File: src/rtl/nbu_pkg.sv
package nbu_pkg;

    typedef enum logic [2:0] {
        TX_IDLE, TX_START, TX_DATA, TX_XBIT, TX_STOP1, TX_STOP2
    } tx_state_e;

    typedef enum logic [2:0] {
        RX_IDLE, RX_START, RX_DATA, RX_XBIT, RX_STOP1, RX_STOP2, RX_REARM
    } rx_state_e;

    typedef struct packed {
        logic par_en;
        logic par_odd;
        logic mp_mode;
        logic two_stop;
    } frame_cfg_t;

endpackage

File: src/rtl/nbu_tick.sv
module nbu_tick #(
    parameter int DIV = 4
) (
    input  logic clk,
    input  logic rst_n,
    output logic tick
);
    localparam int CW = (DIV > 1) ? $clog2(DIV) : 1;

    logic [CW-1:0] cnt;

    always_ff @(posedge clk or negedge rst_n) begin
        if (!rst_n)
            cnt <= '0;
        else if (cnt == CW'(DIV - 1))
            cnt <= '0;
        else
            cnt <= cnt + 1'b1;
    end

    assign tick = (cnt == CW'(DIV - 1));

    generate
        if (DIV > 1) begin : g_gap_chk

            tick_gap_chk: assert property (@(posedge clk) disable iff (!rst_n)
                tick |=> !tick);
        end
    endgenerate

endmodule

File: src/rtl/nbu_tx.sv
module nbu_tx
    import nbu_pkg::*;
#(
    parameter int DATA_W = 8,
    parameter int OVS    = 16
) (
    input  logic              clk,
    input  logic              rst_n,
    input  logic              tick,
    input  frame_cfg_t        cfg,
    input  logic [DATA_W-1:0] data,
    input  logic              mp_bit,
    input  logic              start,
    output logic              busy,
    output logic              txd
);
    localparam int OVS_W = $clog2(OVS);
    localparam int IDX_W = (DATA_W > 1) ? $clog2(DATA_W) : 1;

    tx_state_e         st, nx;
    logic [OVS_W-1:0]  ocnt;
    logic [IDX_W-1:0]  idx;
    logic [DATA_W-1:0] sh;
    logic              xb;
    frame_cfg_t        cl;
    logic              bit_end, has_x, line_nx;

    assign bit_end = tick && (ocnt == OVS_W'(OVS - 1));
    assign has_x   = cl.mp_mode || cl.par_en;

    always_ff @(posedge clk or negedge rst_n) begin
        if (!rst_n) st <= TX_IDLE;
        else        st <= nx;
    end

    always_comb begin
        nx = st;
        unique case (st)
            TX_IDLE:  if (start) nx = TX_START;
            TX_START: if (bit_end) nx = TX_DATA;
            TX_DATA:  if (bit_end && idx == IDX_W'(DATA_W - 1))
                          nx = has_x ? TX_XBIT : TX_STOP1;
            TX_XBIT:  if (bit_end) nx = TX_STOP1;
            TX_STOP1: if (bit_end) nx = cl.two_stop ? TX_STOP2 : TX_IDLE;
            TX_STOP2: if (bit_end) nx = TX_IDLE;
            default:  nx = TX_IDLE;
        endcase
    end

    always_ff @(posedge clk or negedge rst_n) begin
        if (!rst_n) begin
            ocnt <= '0;
            idx  <= '0;
            sh   <= '0;
            xb   <= 1'b0;
            cl   <= '0;
        end else if (st == TX_IDLE) begin
            ocnt <= '0;
            idx  <= '0;
            if (start) begin
                sh <= data;
                cl <= cfg;
                xb <= cfg.mp_mode ? mp_bit : ((^data) ^ cfg.par_odd);
            end
        end else if (tick) begin
            ocnt <= bit_end ? '0 : ocnt + 1'b1;
            if (bit_end && st == TX_DATA) begin
                sh  <= sh >> 1;
                idx <= idx + 1'b1;
            end
        end
    end

    always_comb begin
        busy = (st != TX_IDLE);
        unique case (st)
            TX_START: line_nx = 1'b0;
            TX_DATA:  line_nx = sh[0];
            TX_XBIT:  line_nx = xb;
            default:  line_nx = 1'b1;
        endcase
    end

    always_ff @(posedge clk or negedge rst_n) begin
        if (!rst_n) txd <= 1'b1;
        else        txd <= line_nx;
    end


    start_bit_low_chk: assert property (@(posedge clk) disable iff (!rst_n)
        $rose(busy) |=> !txd);


    xbit_slot_chk: assert property (@(posedge clk) disable iff (!rst_n)
        (st == TX_XBIT) |-> (cl.mp_mode || cl.par_en));


    stop_high_chk: assert property (@(posedge clk) disable iff (!rst_n)
        ($past(st) == TX_STOP2) |-> txd);

endmodule

File: src/rtl/nbu_rx.sv
module nbu_rx
    import nbu_pkg::*;
#(
    parameter int DATA_W = 8,
    parameter int OVS    = 16
) (
    input  logic              clk,
    input  logic              rst_n,
    input  logic              tick,
    input  logic              rx_en,
    input  frame_cfg_t        cfg,
    input  logic              rxd,
    input  logic              read,
    output logic [DATA_W-1:0] data_o,
    output logic              mp_o,
    output logic              valid_o,
    output logic              perr_o,
    output logic              ferr_o,
    output logic              brk_o,
    output logic              ovr_o
);
    localparam int OVS_W = $clog2(OVS);
    localparam int IDX_W = (DATA_W > 1) ? $clog2(DATA_W) : 1;

    rx_state_e         st, nx;
    logic [1:0]        sy;
    logic              rxs;
    logic [OVS_W-1:0]  ocnt;
    logic [IDX_W-1:0]  idx;
    logic [DATA_W-1:0] sh;
    logic              xb;
    frame_cfg_t        cl;
    logic              bit_end, mid, has_x, done;

    always_ff @(posedge clk or negedge rst_n) begin
        if (!rst_n) sy <= 2'b11;
        else        sy <= {sy[0], rxd};
    end
    assign rxs = sy[1];

    assign bit_end = tick && (ocnt == OVS_W'(OVS - 1));
    assign mid     = tick && (ocnt == OVS_W'(OVS / 2 - 1));
    assign has_x   = cl.mp_mode || cl.par_en;
    assign done    = rx_en && bit_end &&
                     ((st == RX_STOP1 && (!rxs || !cl.two_stop)) || st == RX_STOP2);

    always_ff @(posedge clk or negedge rst_n) begin
        if (!rst_n) st <= RX_IDLE;
        else        st <= nx;
    end

    always_comb begin
        nx = st;
        if (!rx_en) begin
            nx = RX_IDLE;
        end else begin
            unique case (st)
                RX_IDLE:  if (!rxs) nx = RX_START;
                RX_START: if (mid) nx = rxs ? RX_IDLE : RX_DATA;
                RX_DATA:  if (bit_end && idx == IDX_W'(DATA_W - 1))
                              nx = has_x ? RX_XBIT : RX_STOP1;
                RX_XBIT:  if (bit_end) nx = RX_STOP1;
                RX_STOP1: if (bit_end)
                              nx = !rxs ? RX_REARM : (cl.two_stop ? RX_STOP2 : RX_IDLE);
                RX_STOP2: if (bit_end) nx = rxs ? RX_IDLE : RX_REARM;
                RX_REARM: if (rxs) nx = RX_IDLE;
                default:  nx = RX_IDLE;
            endcase
        end
    end

    always_ff @(posedge clk or negedge rst_n) begin
        if (!rst_n) begin
            ocnt <= '0;
            idx  <= '0;
            sh   <= '0;
            xb   <= 1'b0;
            cl   <= '0;
        end else if (st == RX_IDLE || st == RX_REARM) begin
            ocnt <= '0;
            idx  <= '0;
            if (st == RX_IDLE && !rxs) begin
                cl <= cfg;
                xb <= 1'b0;
            end
        end else if (tick) begin
            if (st == RX_START && mid)
                ocnt <= '0;
            else
                ocnt <= bit_end ? '0 : ocnt + 1'b1;
            if (bit_end && st == RX_DATA) begin
                sh  <= {rxs, sh[DATA_W-1:1]};
                idx <= idx + 1'b1;
            end
            if (bit_end && st == RX_XBIT)
                xb <= rxs;
        end
    end

    always_ff @(posedge clk or negedge rst_n) begin
        if (!rst_n) begin
            data_o  <= '0;
            mp_o    <= 1'b0;
            valid_o <= 1'b0;
            perr_o  <= 1'b0;
            ferr_o  <= 1'b0;
            brk_o   <= 1'b0;
            ovr_o   <= 1'b0;
        end else if (done) begin
            data_o  <= sh;
            mp_o    <= cl.mp_mode && xb;
            valid_o <= 1'b1;
            perr_o  <= cl.par_en && !cl.mp_mode && (xb != ((^sh) ^ cl.par_odd));
            ferr_o  <= !rxs;
            brk_o   <= (st == RX_STOP1) && !rxs && (sh == '0) && !xb;
            ovr_o   <= valid_o && !read;
        end else if (read) begin
            valid_o <= 1'b0;
            perr_o  <= 1'b0;
            ferr_o  <= 1'b0;
            brk_o   <= 1'b0;
            ovr_o   <= 1'b0;
        end
    end


    ovr_needs_valid_chk: assert property (@(posedge clk) disable iff (!rst_n)
        ovr_o |-> valid_o);


    brk_is_frame_err_chk: assert property (@(posedge clk) disable iff (!rst_n)
        brk_o |-> ferr_o);


    no_parity_in_mp_chk: assert property (@(posedge clk) disable iff (!rst_n)
        $rose(perr_o) |-> !cl.mp_mode);


    rx_disable_chk: assert property (@(posedge clk) disable iff (!rst_n)
        !rx_en |=> (st == RX_IDLE));


    rearm_wait_chk: assert property (@(posedge clk) disable iff (!rst_n)
        (st == RX_REARM) |=> (st != RX_START));

endmodule

File: src/rtl/ninebit_uart.sv
module ninebit_uart
    import nbu_pkg::*;
#(
    parameter int CLK_DIV = 4,
    parameter int OVS     = 16,
    parameter int DATA_W  = 8
) (
    input  logic              clk,
    input  logic              rst_n,
    input  logic              cfg_rx_en,
    input  logic              cfg_par_en,
    input  logic              cfg_par_odd,
    input  logic              cfg_mp_mode,
    input  logic              cfg_two_stop,
    input  logic [DATA_W-1:0] tx_data,
    input  logic              tx_mp_bit,
    input  logic              tx_start,
    output logic              tx_busy,
    output logic              txd,
    input  logic              rxd,
    input  logic              rx_read,
    output logic [DATA_W-1:0] rx_data,
    output logic              rx_mp_bit,
    output logic              rx_valid,
    output logic              rx_par_err,
    output logic              rx_frm_err,
    output logic              rx_brk,
    output logic              rx_ovr,
    output logic              rx_err
);
    frame_cfg_t cfg;
    logic       tick;

    assign cfg = '{par_en: cfg_par_en, par_odd: cfg_par_odd,
                   mp_mode: cfg_mp_mode, two_stop: cfg_two_stop};

    nbu_tick #(.DIV(CLK_DIV)) u_tick (
        .clk   (clk),
        .rst_n (rst_n),
        .tick  (tick)
    );

    nbu_tx #(.DATA_W(DATA_W), .OVS(OVS)) u_tx (
        .clk    (clk),
        .rst_n  (rst_n),
        .tick   (tick),
        .cfg    (cfg),
        .data   (tx_data),
        .mp_bit (tx_mp_bit),
        .start  (tx_start),
        .busy   (tx_busy),
        .txd    (txd)
    );

    nbu_rx #(.DATA_W(DATA_W), .OVS(OVS)) u_rx (
        .clk     (clk),
        .rst_n   (rst_n),
        .tick    (tick),
        .rx_en   (cfg_rx_en),
        .cfg     (cfg),
        .rxd     (rxd),
        .read    (rx_read),
        .data_o  (rx_data),
        .mp_o    (rx_mp_bit),
        .valid_o (rx_valid),
        .perr_o  (rx_par_err),
        .ferr_o  (rx_frm_err),
        .brk_o   (rx_brk),
        .ovr_o   (rx_ovr)
    );

    assign rx_err = rx_par_err | rx_frm_err | rx_brk | rx_ovr;

endmodule

File: config.mk
export PLATFORM = sky130hd
export DESIGN_NAME = ninebit_uart
export DESIGN_NICKNAME = d
export VERILOG_FILES = /design/src/rtl/nbu_pkg.sv /design/src/rtl/nbu_tick.sv /design/src/rtl/nbu_tx.sv /design/src/rtl/nbu_rx.sv /design/src/rtl/ninebit_uart.sv
export SDC_FILE = /design/constraint.sdc
export NUM_CORES = 1
export LEC_CHECK = 0
export ABC_AREA = 1
export ABC_CLOCK_PERIOD_IN_PS = 1900
export BUFFER_PORTS_ARGS = -buffer_cell sky130_fd_sc_hd__buf_2
export CAP_MARGIN = 30
export CORE_MARGIN = 8
export CORE_UTILIZATION = 45
export CTS_CLUSTER_SIZE = 8
export DETAILED_ROUTE_END_ITERATION = 7
export PLACE_DENSITY_LB_ADDON = 0.15
export SYNTH_ARGS = -nofsm -noshare
export SYNTH_HDL_FRONTEND = slang
export SYNTH_HIERARCHICAL = 1
export SYNTH_SLANG_ARGS = --single-unit
File: constraint.sdc
create_clock -name clk -period 1.9 [get_ports clk]
set_clock_uncertainty 0.05 [all_clocks]
set_input_delay 0.38 -clock clk [delete_from_list [all_inputs] [get_ports clk]]
set_output_delay 0.38 -clock clk [all_outputs]
set_load 0.03 [all_outputs]
Yosys cells after proc, flatten, opt, wreduce, memory -nomap -nowiden
Index checks and enable logic that the tools add are counted.
{"block": "classes", "n_eq_ne": 32, "muxes": 53, "add_sub_neg": 5, "n_bitwise": 6, "reduce_logical": 51}
{"op": "two-way mux 3 bit", "count": 26}
{"op": "two-way mux 8 bit", "count": 4}
{"op": "two-way mux 4 bit", "count": 7}
{"op": "== test 3 bit, second input constant", "count": 7}
{"op": "case mux 3 bit (7 select lines)", "count": 1}
{"op": "logical AND 1 bit", "count": 20}
{"op": "inequality test 3 x 2 -> 1 bit, second input constant", "count": 6}
{"op": "case mux 3 bit (6 select lines)", "count": 1}
{"op": "parity 8 bit", "count": 2}
{"op": "== test 3 x 2 -> 1 bit, second input constant", "count": 4}
{"op": "nonzero test 2 bit", "count": 6}
{"op": "two-way mux 1 bit", "count": 11}
{"op": "inequality test 2 x 1 -> 1 bit, second input constant", "count": 5}
{"op": "AND reduction 3 bit", "count": 3}
{"op": "adder 4 x 1 -> 4 bit, second input constant", "count": 2}
{"op": "== test 4 bit, second input constant", "count": 2}
{"op": "zero test 8 bit", "count": 1}
{"op": "AND reduction 2 bit", "count": 4}
{"op": "AND reduction 7 bit", "count": 1}
{"op": "adder 3 x 1 -> 3 bit, second input constant", "count": 2}
{"op": "== test 3 x 1 -> 1 bit, second input constant", "count": 2}
{"op": "zero test 3 bit", "count": 2}
{"op": "AND reduction 6 bit", "count": 1}
{"op": "zero test 1 bit", "count": 5}
{"op": "13 further kinds", "count": 22}
{"block": "word_totals", "output_inout_bits": 17, "word_cells": 174, "input_bits": 19, "ff_bits": 64}

Logic depth before layout (Yosys ltp)
Gate-level depths: netlist of the first run.
{"block": "depth", "depth_word": 6, "ltp_mapped": 10, "mapped_depth_nobuf": 10}

Cells and area by module
Netlist of the first run, hierarchy kept.
{"mod": "nbu_rx", "area_per_inst_um2": 2118.3, "seq_area_each_um2": 978.4, "cells_per_inst": 253, "n_inst": 1}
{"mod": "nbu_tx", "area_per_inst_um2": 1321.3, "seq_area_each_um2": 576.8, "cells_per_inst": 169, "n_inst": 1}
{"mod": "nbu_tick", "area_per_inst_um2": 66.3, "seq_area_each_um2": 50.0, "cells_per_inst": 4, "n_inst": 1}
{"mod": "ninebit_uart", "area_per_inst_um2": 11.3, "seq_area_each_um2": 0.0, "cells_per_inst": 3, "n_inst": 1}

Worst setup path before layout of the first run
No wires, ideal clock.
{"block": "synth_path", "kind": "reg-to-reg", "from": "register u_tick.cnt[0]", "to": "register u_tx.st[2]", "period_less_slack_ns": 1.591, "path_slack_ns": 0.309, "arrival_ns": 1.412, "stages_incl_launch_ff": 9, "n_path_buf": 0, "required_time_ns": 1.720, "setup_time_ns": 0.130, "path_cell_list": "dfrtp_1 > ha_1 > nand3_1 > nor2_2 > o21ai_0 > o21ai_0 > o21ai_2 > nand2_1 > o21ai_0"}
{"block": "synth_via", "elab_chain_cells": 5, "word_cells_on_any_way": 9, "cone_classes": "eq/ne (6); reduce/logical (3)"}
{"item": "start, declared", "line": "nbu_tick.sv:10", "source": "logic [CW-1:0] cnt;"}
{"item": "start signal, assigned", "line": "nbu_tick.sv:18", "source": "cnt <= cnt + 1'b1;"}
{"item": "== test 2 bit (*)", "line": "nbu_tick.sv:21", "source": "assign tick = (cnt == CW'(DIV - 1));"}
{"item": "via tick", "line": "ninebit_uart.sv:32", "source": "logic tick;"}
{"item": "logical AND 1 bit (*)", "line": "nbu_tx.sv:28", "source": "assign bit_end = tick && (ocnt == OVS_W'(OVS - 1));"}
{"item": "logical AND 1 bit", "line": "nbu_tx.sv:41", "source": "TX_DATA: if (bit_end && idx == IDX_W'(DATA_W - 1))"}
{"item": "inequality test 2 x 1 -> 1 bit (no line)"}
{"item": "AND reduction 6 bit (no line) (*)"}
{"item": "end signal, assigned", "line": "nbu_tx.sv:33", "source": "else st <= nx;"}
{"item": "end, declared", "line": "nbu_tx.sv:20", "source": "tx_state_e st, nx;"}
Mark *: on every way through the listed nets, which the timed path passes. The rest lies on a longest branch.
A chain may end at the register's enable or synchronous reset.

Worst setup path after layout of the first run
{"block": "layout_path", "from": "register u_tx.st[0]", "to": "output port tx_busy"}
{"block": "layout_via", "elab_chain_cells": 1}
{"item": "nonzero test 3 bit", "line": "nbu_tx.sv:75", "source": "busy = (st != TX_IDLE);"}
{"item": "end, declared", "line": "ninebit_uart.sv:18", "source": "output logic tx_busy,"}
No other way between the ends.

==> impl_metrics.tcl, run 1 <==
set metrics [dict create \
    multi_input_area_um2 1630 \
    synth-edff-count 0 \
    hold_viol_final 0 \
    tns_ns 0 \
    rr_endpoint "u_rx/perr_o" \
    cts-root-buf "clkbuf_8" \
    synth.top_cell.area_share_pct 43.4 \
    peakVddDrop_mv 0.585 \
    io_buffers 35 \
    antenna_found_initial 0 \
    slew_viol_final 0 \
    synthFlopType "dfrtp_1" \
    pwr-share-clk_pct 26.4 \
    power.leakage_nw 2.12 \
    cts.path.max_buffers 2 \
    area_delta_synth_final_pct 15.3 \
    fp-row-count 32 \
    start_kind "flop" \
    crit_required_ns 1.47 \
    first_iter_violations 86 \
    grt_pass1_wl_um 13100 \
    overflow 0 \
    insertion_delay_ns 0.33 \
    yosys-top-cells-area "dfrtp_1, nand2_1, nand3_1, inv_1, o21ai_2" \
    power_density_nw_per_um2 1090 \
    first_pass_iters 5 \
    routed_wl_um 7330 \
    synth.avg_cell_area_um2 8.20 \
    synthDistinctLibCells 35 \
    coreArea_um2 7650 \
    synthCells 429 \
    grt_max_degree 23 \
    min_to "u_rx/sy[0]" \
    die-area_um2 10900 \
    drive_gt1_share_pct 23.1 \
    synthesis.area_um2 3520 \
    tritoncts "done" \
    tightest_slew_ns 0.509 \
    fillCellCount 730 \
    hp-start "rxd" \
    pwr-share-comb_pct 32.9 \
    setup_viol 0 \
    critPathMaxFanout 4 \
    cts_buffers 9 \
    grtUsageTotal_pct 14.4 \
    r2r_start "u_rx/sh[1]" \
    p_sw_mw 1.63 \
    cts_max_level 3 \
    synthArstFlopShare_pct 100 \
    clkTransAtPathRegs_ns 0.07 \
    io_pins 36 \
    die_height_um 104 \
    num_vias 2880 \
    die_x_um 104 \
    wl_per_cell_um 12.5 \
    internal_power_mw 2.80 \
    min_path_type "in2reg" \
    end_kind "output pin" \
    fmax_mhz 550 \
    arrival_ns 1.39 \
    p_seq_share_pct 40.7 \
    critPathKind "reg2out" \
    place.gp.congestion 0.887 \
    ant_nets 0 \
    yosysMostFrequentCell "nand2_1" \
    timing.final.crit_share_pct 95.7 \
    viasPerCell 4.91 \
    nets 509 \
    yosysSeqAreaShare_pct 45.6 \
    min_period_ns 1.82 \
    synth_commonest_cells "nand2_1, dfrtp_1, inv_1, nor2_1, nand3_1" \
    synth_warnings 6 \
    hold_depth 1 \
    yosys.area.top_type "dfrtp_1" \
    switching_share_pct 36.8 \
    rrSetupSlack_ns 0.29 \
    syn-num-nets 459 \
    outcome "finished clean" \
    post-dp-hpwl_um 5660 \
    drc 0 \
    cap_violations 0 \
    grt_pass1_vias 2898 \
    rsz0062_at_grt "no" \
    place_area_um2 3840 \
    stdcell_area_um2 4050 \
    relSlewSlack_pct 66.1 \
    reg2reg_depth 9 \
    antenna_cells 0 \
    clock_sinks 64 \
    register_area_um2 1610 \
    synth_seq_cells 64 \
    finalPower_mw 4.42 \
    initial_utilization_pct 46.0 \
]
[critical path, stage by stage, from the launching register on]
cell and delay (ns):
dfrtp_1 0.43, nor2_2 0.16, inv_2 0.07, nor2_4 0.11, inv_1 0.09, buf_2 0.19
[placed cells by master (no fill, tap or decap), drive strengths merged]
cell | Yosys | layout
inv | 52 | 52
dlygate4sd3 | 0 | 1
xnor2 | 3 | 3
bufinv | 0 | 1
a211oi | 1 | 1
ha | 11 | 11
nand4 | 5 | 5
nand3b | 2 | 2
buf | 8 | 46
a31oi | 7 | 7
nor3 | 2 | 2
clkinv | 0 | 2
o31ai | 2 | 2
o211ai | 3 | 3
xor2 | 4 | 4
nand2 | 133 | 133
o22ai | 2 | 2
a21oi | 6 | 6
nor2 | 47 | 47
o21ai | 35 | 35
dfrtp | 61 | 61
nand3 | 39 | 39
dfstp | 3 | 3
clkbuf | 0 | 13
or2 | 1 | 1
mux2 | 2 | 2
[power by group through the flow]
stage          clock, mW  sequential, mW  combinational, mW
2_1_floorplan          0            1.79               1.10
3_3_place_gp           0            1.81               1.40
3_5_place_dp           0            1.82               1.43
4_1_cts             1.21            1.80               1.47
5_1_grt             1.26            1.83               1.65
6_report            1.17            1.80               1.45
[flip-flops by register name (all words and copies together) (netlist names), 2 cells and up]
register / count
u_rx/data_o: 8
u_rx/sh: 8
u_tx/sh: 8
u_rx/cl: 4
u_rx/ocnt: 4
u_tx/ocnt: 4
u_rx/idx: 3
u_rx/st: 3
u_tx/cl: 3
u_tx/idx: 3
u_tx/st: 3
u_rx/sy: 2
u_tick/cnt: 2
[layer usage]
| metal | vias to the layer above | global-route usage [%] | wire length [um] |
|---|---|---|---|
| met3 | 9 | 4.09 | 318 |
| met5 | - | 0 | 0 |
| met1 | 1342 | 15.7 | 3140 |
| met4 | 0 | 5.17 | 91 |
| li1 | 1481 | - | - |
| met2 | 48 | 26.0 | 3780 |
[worst max path at each step]
stage,slack [ns],startpoint,endpoint,cells past startpoint
CTS,0.07,u_tx/st[1],tx_busy,5
global placement,0.31,u_rx/sh[1],u_rx/perr_o,9
global route,0.01,u_tx/st[1],tx_busy,5
floorplan,0.31,u_tick/cnt[0],u_tx/st[2],8
finish,0.08,u_tx/st[0],tx_busy,5
detailed placement,0.29,u_rx/sh[1],u_rx/perr_o,9
[per-stage QoR]
stage	std cells	setup slack, ns	hold WS [ns]	util [%]
4_1_cts	586	0.0692	0.0904	53.0
2_1_floorplan	429	0.309	0.0344	-
6_report	586	0.0818	0.104	53.0
3_5_place_dp	568	0.287	0.309	50.2
5_1_grt	586	0.0116	0.0848	53.0
3_3_place_gp	568	0.311	0.296	50.2
[timing repair]
action,in CTS,in global routing
endpoints found under the hold margin,13,0
resized for setup,0,1
pin swaps,1,0
hold buffers,1,0
setup endpoints to repair,1,1
buffers inserted,1,0
[cells by family (layout without fill, tap and decap cells)]
logic type / after synthesis / after routing / synth area share [%]
DFF: 64 / 64 / 45.6
muxes: 2 / 2 / 0.640
xor gates and xnor gates: 7 / 7 / 1.74
and+or+nand+nor: 229 / 229 / 29.2
adders and majority gates: 11 / 11 / 3.91
buffers and inverters: 60 / 115 / 7.93
AOI/OAI and AO/OA: 56 / 56 / 10.9
[area by class of cell]
cell class,count,area share [%]
clock buffers,13,3.92
well taps,102,3.15
inverters,52,4.81
clock inverters,3,0.988
multi-input cells,305,40.3
flip-flops and latches,64,39.6
repair buffers,47,7.22
(Power assumes the default switching activity.)
==> run 2, diff against run 1 <==
==> constraint.sdc (replaced) <==
create_clock -name clk -period 1.9 [get_ports clk]
set_clock_uncertainty 0.05 [all_clocks]
set_input_delay 0.285 -clock clk [delete_from_list [all_inputs] [get_ports clk]]
set_output_delay 0.285 -clock clk [all_outputs]
set_load 0.03 [all_outputs]
==> impl_metrics.tcl, run 2 (synthesis results as in run 1) <==
set metrics [dict create \
    insertion_delay_ns 0.33 \
    first_pass_iters 4 \
    hp-start "cfg_par_en" \
    fin_util_pct 53.2 \
    internal_power_mw 2.83 \
    critPathMaxFanout 6 \
    cp_top_family "flip-flops" \
    drc 0 \
    grt_pass1_vias 2900 \
    post-dp-hpwl_um 5190 \
    hold_slack_ns 0.167 \
    hold_viol_final 0 \
    coreArea_um2 7650 \
    r2r_start "u_tx/st[1]" \
    drive_gt1_share_pct 23.5 \
    pwr-share-clk_pct 25.1 \
    cts_buffers 9 \
    cts_max_level 3 \
    tritoncts "done" \
    p_seq_share_pct 40.3 \
    setup_viol 0 \
    met2_length_um 3490 \
    grt_max_degree 65 \
    crit_chain "nor2_2 > inv_2 > nor2_4 > clkinvlp_4 > buf_2" \
    tightest_slew_ns 0.429 \
    initial_utilization_pct 46.0 \
    fmax_mhz 538 \
    ant_nets 0 \
    overflow 0 \
    cap_violations 0 \
    grtUsageTotal_pct 13.8 \
    first_iter_violations 123 \
    timing.final.crit_share_pct 97.7 \
    peakVddDrop_mv 0.482 \
    crit_required_ns 1.56 \
    pwr-share-comb_pct 34.5 \
    die-area_um2 10900 \
    place_inst 565 \
    die_x_um 104 \
    area_delta_synth_final_pct 15.8 \
    grt_pass1_wl_um 12600 \
    cts-root-buf "clkbuf_8" \
    fp-row-count 32 \
    slowest_delay_ns 0.45 \
    p_sw_mw 1.62 \
    fillCellCount 744 \
    final_cells 588 \
    slew_viol_final 0 \
    min_path_type "in2reg" \
    antenna_cells 0 \
    critPathKind "reg2out" \
    tns_ns 0 \
    relSlewSlack_pct 71.4 \
    place.gp.congestion 0.870 \
    wl_met1_um 3130 \
    outcome "finished clean" \
    mostFrequentLayoutCells "nand2_1, dfrtp_1, inv_1, nor2_1, nand3_1" \
    nets 512 \
    power.leakage_nw 2.12 \
    viasPerCell 4.96 \
    start_kind "flop" \
    end_kind "output pin" \
    cts.path.max_buffers 2 \
    switching_share_pct 36.5 \
    num_vias 2916 \
    power_density_nw_per_um2 1090 \
    min_period_ns 1.86 \
    cp_slowest_cell "dfrtp_2" \
    arrival_ns 1.52 \
    clkTransAtPathRegs_ns 0.06 \
    die_height_um 104 \
    path_buf_inv 3 \
    wl_per_cell_um 12.0 \
    top_layer "met4" \
    io_buffers 35 \
    largestRegisters "u_rx/data_o x8, u_rx/sh x8, u_tx/sh x8" \
    antenna_found_initial 0 \
    io_pins 36 \
    setup.worst_path.start "u_tx/st[1]" \
    wl_met3_um 363 \
    final_common_cell "nand2_1" \
    routed_wl_um 7050 \
    clock_sinks 64 \
]
[run 2: final timing paths]
path	end	slack, ns	cells past startpoint
max in group asynchronous	u_rx/sy[1]	1.03	3
min	u_tx/cl[3]	0.17	2
max reg2reg	u_tx/st[1]	0.21	7
min in group asynchronous	u_rx/data_o[3]	0.46	3
min reg2reg	u_rx/sy[1]	0.31	0
max	tx_busy	0.04	5
[run 2: power groups by stage]
stage	Combinational [mW]	Sequential [mW]	Clock [mW]
CTS	1.43	1.79	1.16
global route	1.74	1.82	1.21
floorplan	1.10	1.79	0
global placement	1.40	1.81	0
detailed placement	1.42	1.81	0
finish	1.54	1.79	1.12
[run 2: metrics by stage]
| stage | setup WS (ns) | area [um^2] | power (mW) |
|---|---|---|---|
| final | 0.0429 | 4070 | 4.45 |
| after global routing | -0.0144 | 4070 | 4.77 |
| after CTS | 0.0172 | 4020 | 4.38 |
| after detailed placement | 0.273 | 3810 | 3.23 |
| after global placement | 0.303 | 3810 | 3.21 |
| after floorplan | 0.309 | 3520 | 2.90 |
[run 2: final cells by class]
class | count | area [um^2] | share of cell area [%]
well taps | 102 | 128 | 3.13
inverters | 52 | 199 | 4.89
multi-input cells | 305 | 1630 | 40.1
flip-flops and latches | 64 | 1610 | 39.5
clock inverters | 3 | 42.5 | 1.04
clock buffers | 12 | 145 | 3.56
repair buffers | 50 | 318 | 7.81
[run 2: per-layer routing]
metal | GRT usage (%) | vias to the layer above
met2 | 24.1 | 58
met1 | 15.6 | 1365
met5 | 0 | -
met3 | 3.35 | 6
met4 | 5.69 | 0
li1 | - | 1487
[run 2: repair_timing]
item,4_1_cts,5_1_grt
buffers inserted,0,6
setup endpoints to repair,0,1
hold buffers,2,0
resized for setup,0,2
hold endpoints to repair,62,0
==> run 3, diff against run 2 <==
--- a/config.mk
+++ b/config.mk
@@ -5,7 +5,6 @@
 export SDC_FILE = /design/constraint.sdc
 export NUM_CORES = 1
 export LEC_CHECK = 0
-export ABC_AREA = 1
 export ABC_CLOCK_PERIOD_IN_PS = 1900
 export BUFFER_PORTS_ARGS = -buffer_cell sky130_fd_sc_hd__buf_2
 export CAP_MARGIN = 30
@@ -14,6 +13,7 @@
 export CTS_CLUSTER_SIZE = 8
 export DETAILED_ROUTE_END_ITERATION = 7
 export PLACE_DENSITY_LB_ADDON = 0.15
+export SLEW_MARGIN = 0
 export SYNTH_ARGS = -nofsm -noshare
 export SYNTH_HDL_FRONTEND = slang
 export SYNTH_HIERARCHICAL = 1
==> impl_metrics.tcl, run 3 <==
set metrics [dict create \
    outcome "finished clean" \
    timing.final.crit_share_pct 96.1 \
    cts_buffers 9 \
    start_kind "flop" \
    synth.top_cell.area_share_pct 45.7 \
    die_height_um 102 \
    initial_utilization_pct 46.3 \
    yosys-top-cells-area "dfrtp_1, mux2i_1, ha_1, a21oi_1, nor2_1" \
    crit_required_ns 1.56 \
    io_buffers 35 \
    grt_pass1_vias 2486 \
    overflow 0 \
    cts.path.max_buffers 2 \
    synthDistinctLibCells 60 \
    drive_gt1_share_pct 25.6 \
    drc 0 \
    fin_util_pct 55.1 \
    coreArea_um2 7210 \
    ant_nets 0 \
    final_cells 470 \
    worst_slack_ns 0.0738 \
    antenna_cells 0 \
    routed_wl_um 6720 \
    wl_per_cell_um 14.3 \
    insertion_delay_ns 0.34 \
    grtUsageTotal_pct 14.4 \
    hold_viol_final 0 \
    min_path_type "in2reg" \
    synthCells 312 \
    final_common_cell "dfrtp_1" \
    synthFlopType "dfrtp_1" \
    num_vias 2429 \
    nets 396 \
    reg2reg_depth 5 \
    viasPerCell 5.17 \
    yosys.area.top_type "dfrtp_1" \
    post-dp-hpwl_um 4800 \
    hold_depth 2 \
    finalPower_mw 4.05 \
    first_pass_iters 4 \
    fp-row-count 31 \
    power.leakage_nw 1.81 \
    peakVddDrop_mv 0.597 \
    synth.avg_cell_area_um2 10.7 \
    mostFrequentLayoutCells "dfrtp_1, buf_2, buf_4, nor2_1, nand2_1" \
    cap_violations 0 \
    antenna_found_initial 0 \
    area_delta_synth_final_pct 19.0 \
    place_inst 451 \
    end_kind "output pin" \
    synth_seq_cells 64 \
    setup_viol 0 \
    power_density_nw_per_um2 1020 \
    fmax_mhz 548 \
    yosysSeqAreaShare_pct 48.0 \
    multi_input_area_um2 1590 \
    synth-edff-count 0 \
    cts_max_level 3 \
    min_period_ns 1.83 \
    grt_pass1_wl_um 11700 \
    tns_ns 0 \
    relSlewSlack_pct 71.2 \
    cts-root-buf "clkbuf_8" \
    grt_max_degree 65 \
    tightest_slew_ns 0.433 \
    place.gp.congestion 0.792 \
    register_area_um2 1610 \
    synthArstFlopShare_pct 100 \
    die-area_um2 10400 \
    tritoncts "done" \
    arrival_ns 1.49 \
    slew_viol_final 0 \
    largestRegisters "u_rx/data_o x8, u_rx/sh x8, u_tx/sh x8" \
    yosysMostFrequentCell "dfrtp_1" \
    clock_sinks 64 \
    clkTransAtPathRegs_ns 0.07 \
    syn-num-nets 342 \
    first_iter_violations 71 \
    critPathMaxFanout 6 \
    synthesis.area_um2 3340 \
    synth_warnings 6 \
    fillCellCount 665 \
    synth_commonest_cells "dfrtp_1, nor2_1, nand2_1, mux2i_1, a21oi_1" \
    dp_slack_ns 0.0692 \
    critPathKind "reg2out" \
    io_pins 36 \
    die_x_um 102 \
]
[run 3: cell types whose count changed in the layout (fill, tap and decap cells not counted), sizes merged, moves of 7 or more]
cell,before,now
nand3,39,0
a21oi,6,18
nor2,47,24
mux2i,0,19
o21ai,35,28
nand2,133,23
inv,51,17
buf,48,58
[run 3: repair_timing]
item	4_1_cts	5_1_grt
endpoints found under the hold margin	62	0
pin swaps	0	2
endpoints found under the setup margin	2	5
hold buffers	2	0
setup buffers	0	1
gates resized for setup	2	2
[run 3: layout make-up]
class | count | share of cell area [%]
Sequential cell | 64 | 40.4
Multi-Input combinational cell | 214 | 39.9
Timing Repair Buffer | 60 | 9.57
Clock buffer | 12 | 4.15
Tap cell | 99 | 3.12
Inverter | 17 | 1.60
Clock inverter | 4 | 1.29
[run 3: routing by layer]
metal / up-vias / track usage (%) / share of wire, % / wire (um)
met5: - / 0 / 0 / 0
met4: 0 / 6.77 / 2.0 / 131
met3: 11 / 4.09 / 4.5 / 299
met2: 43 / 22.6 / 47 / 3150
met1: 1158 / 17.8 / 47 / 3130
li1: 1217 / - / - / -
[run 3: worst max-delay path, cell delays in order (launching register included)]
cell and delay [ns]:
dfrtp_1 0.38, or2_1 0.27, buf_4 0.18, nor2_2 0.11, inv_1 0.05, buf_2 0.17
[run 3: path summary, 6_finish.rpt]
check	startpoint	end	slack [ns]
setup / recovery	u_tx/st[0]	tx_busy	0.07
hold / removal	rx_read	u_rx/ovr_o	0.1
setup reg to reg	u_tick/cnt[0]	u_rx/ocnt[2]	0.13
max in group asynchronous	rst_n	u_rx/sy[1]	1.04
min in group asynchronous	rst_n	u_tx/sh[5]	0.46
hold reg to reg	u_rx/sy[0]	u_rx/sy[1]	0.31
[run 3: per-stage QoR]
step | cell area (um^2) | hold WS, ns
after floorplan | 3340 | -0.0606
after global placement | 3710 | 0.283
after detailed placement | 3710 | 0.280
after CTS | 3960 | 0.0835
after global routing | 3980 | 0.100
final | 3980 | 0.0998
[run 3: cell families after synthesis]
group / Yosys count / share of synthesized area, %
compound gates: 78 / 16.1
xor+xnor: 13 / 3.82
fa+ha+maj: 11 / 4.12
buf+inv: 34 / 5.17
flops: 64 / 48.0
mux: 26 / 8.16
simple gates: 86 / 14.6
[run 3: where the power goes]
group	internal [mW]	total [mW]	switching (mW)	leakage, nW
Combinational	0.475	1.05	0.577	0.868
Sequential	1.59	1.75	0.163	0.835
Clock	0.713	1.24	0.528	0.109
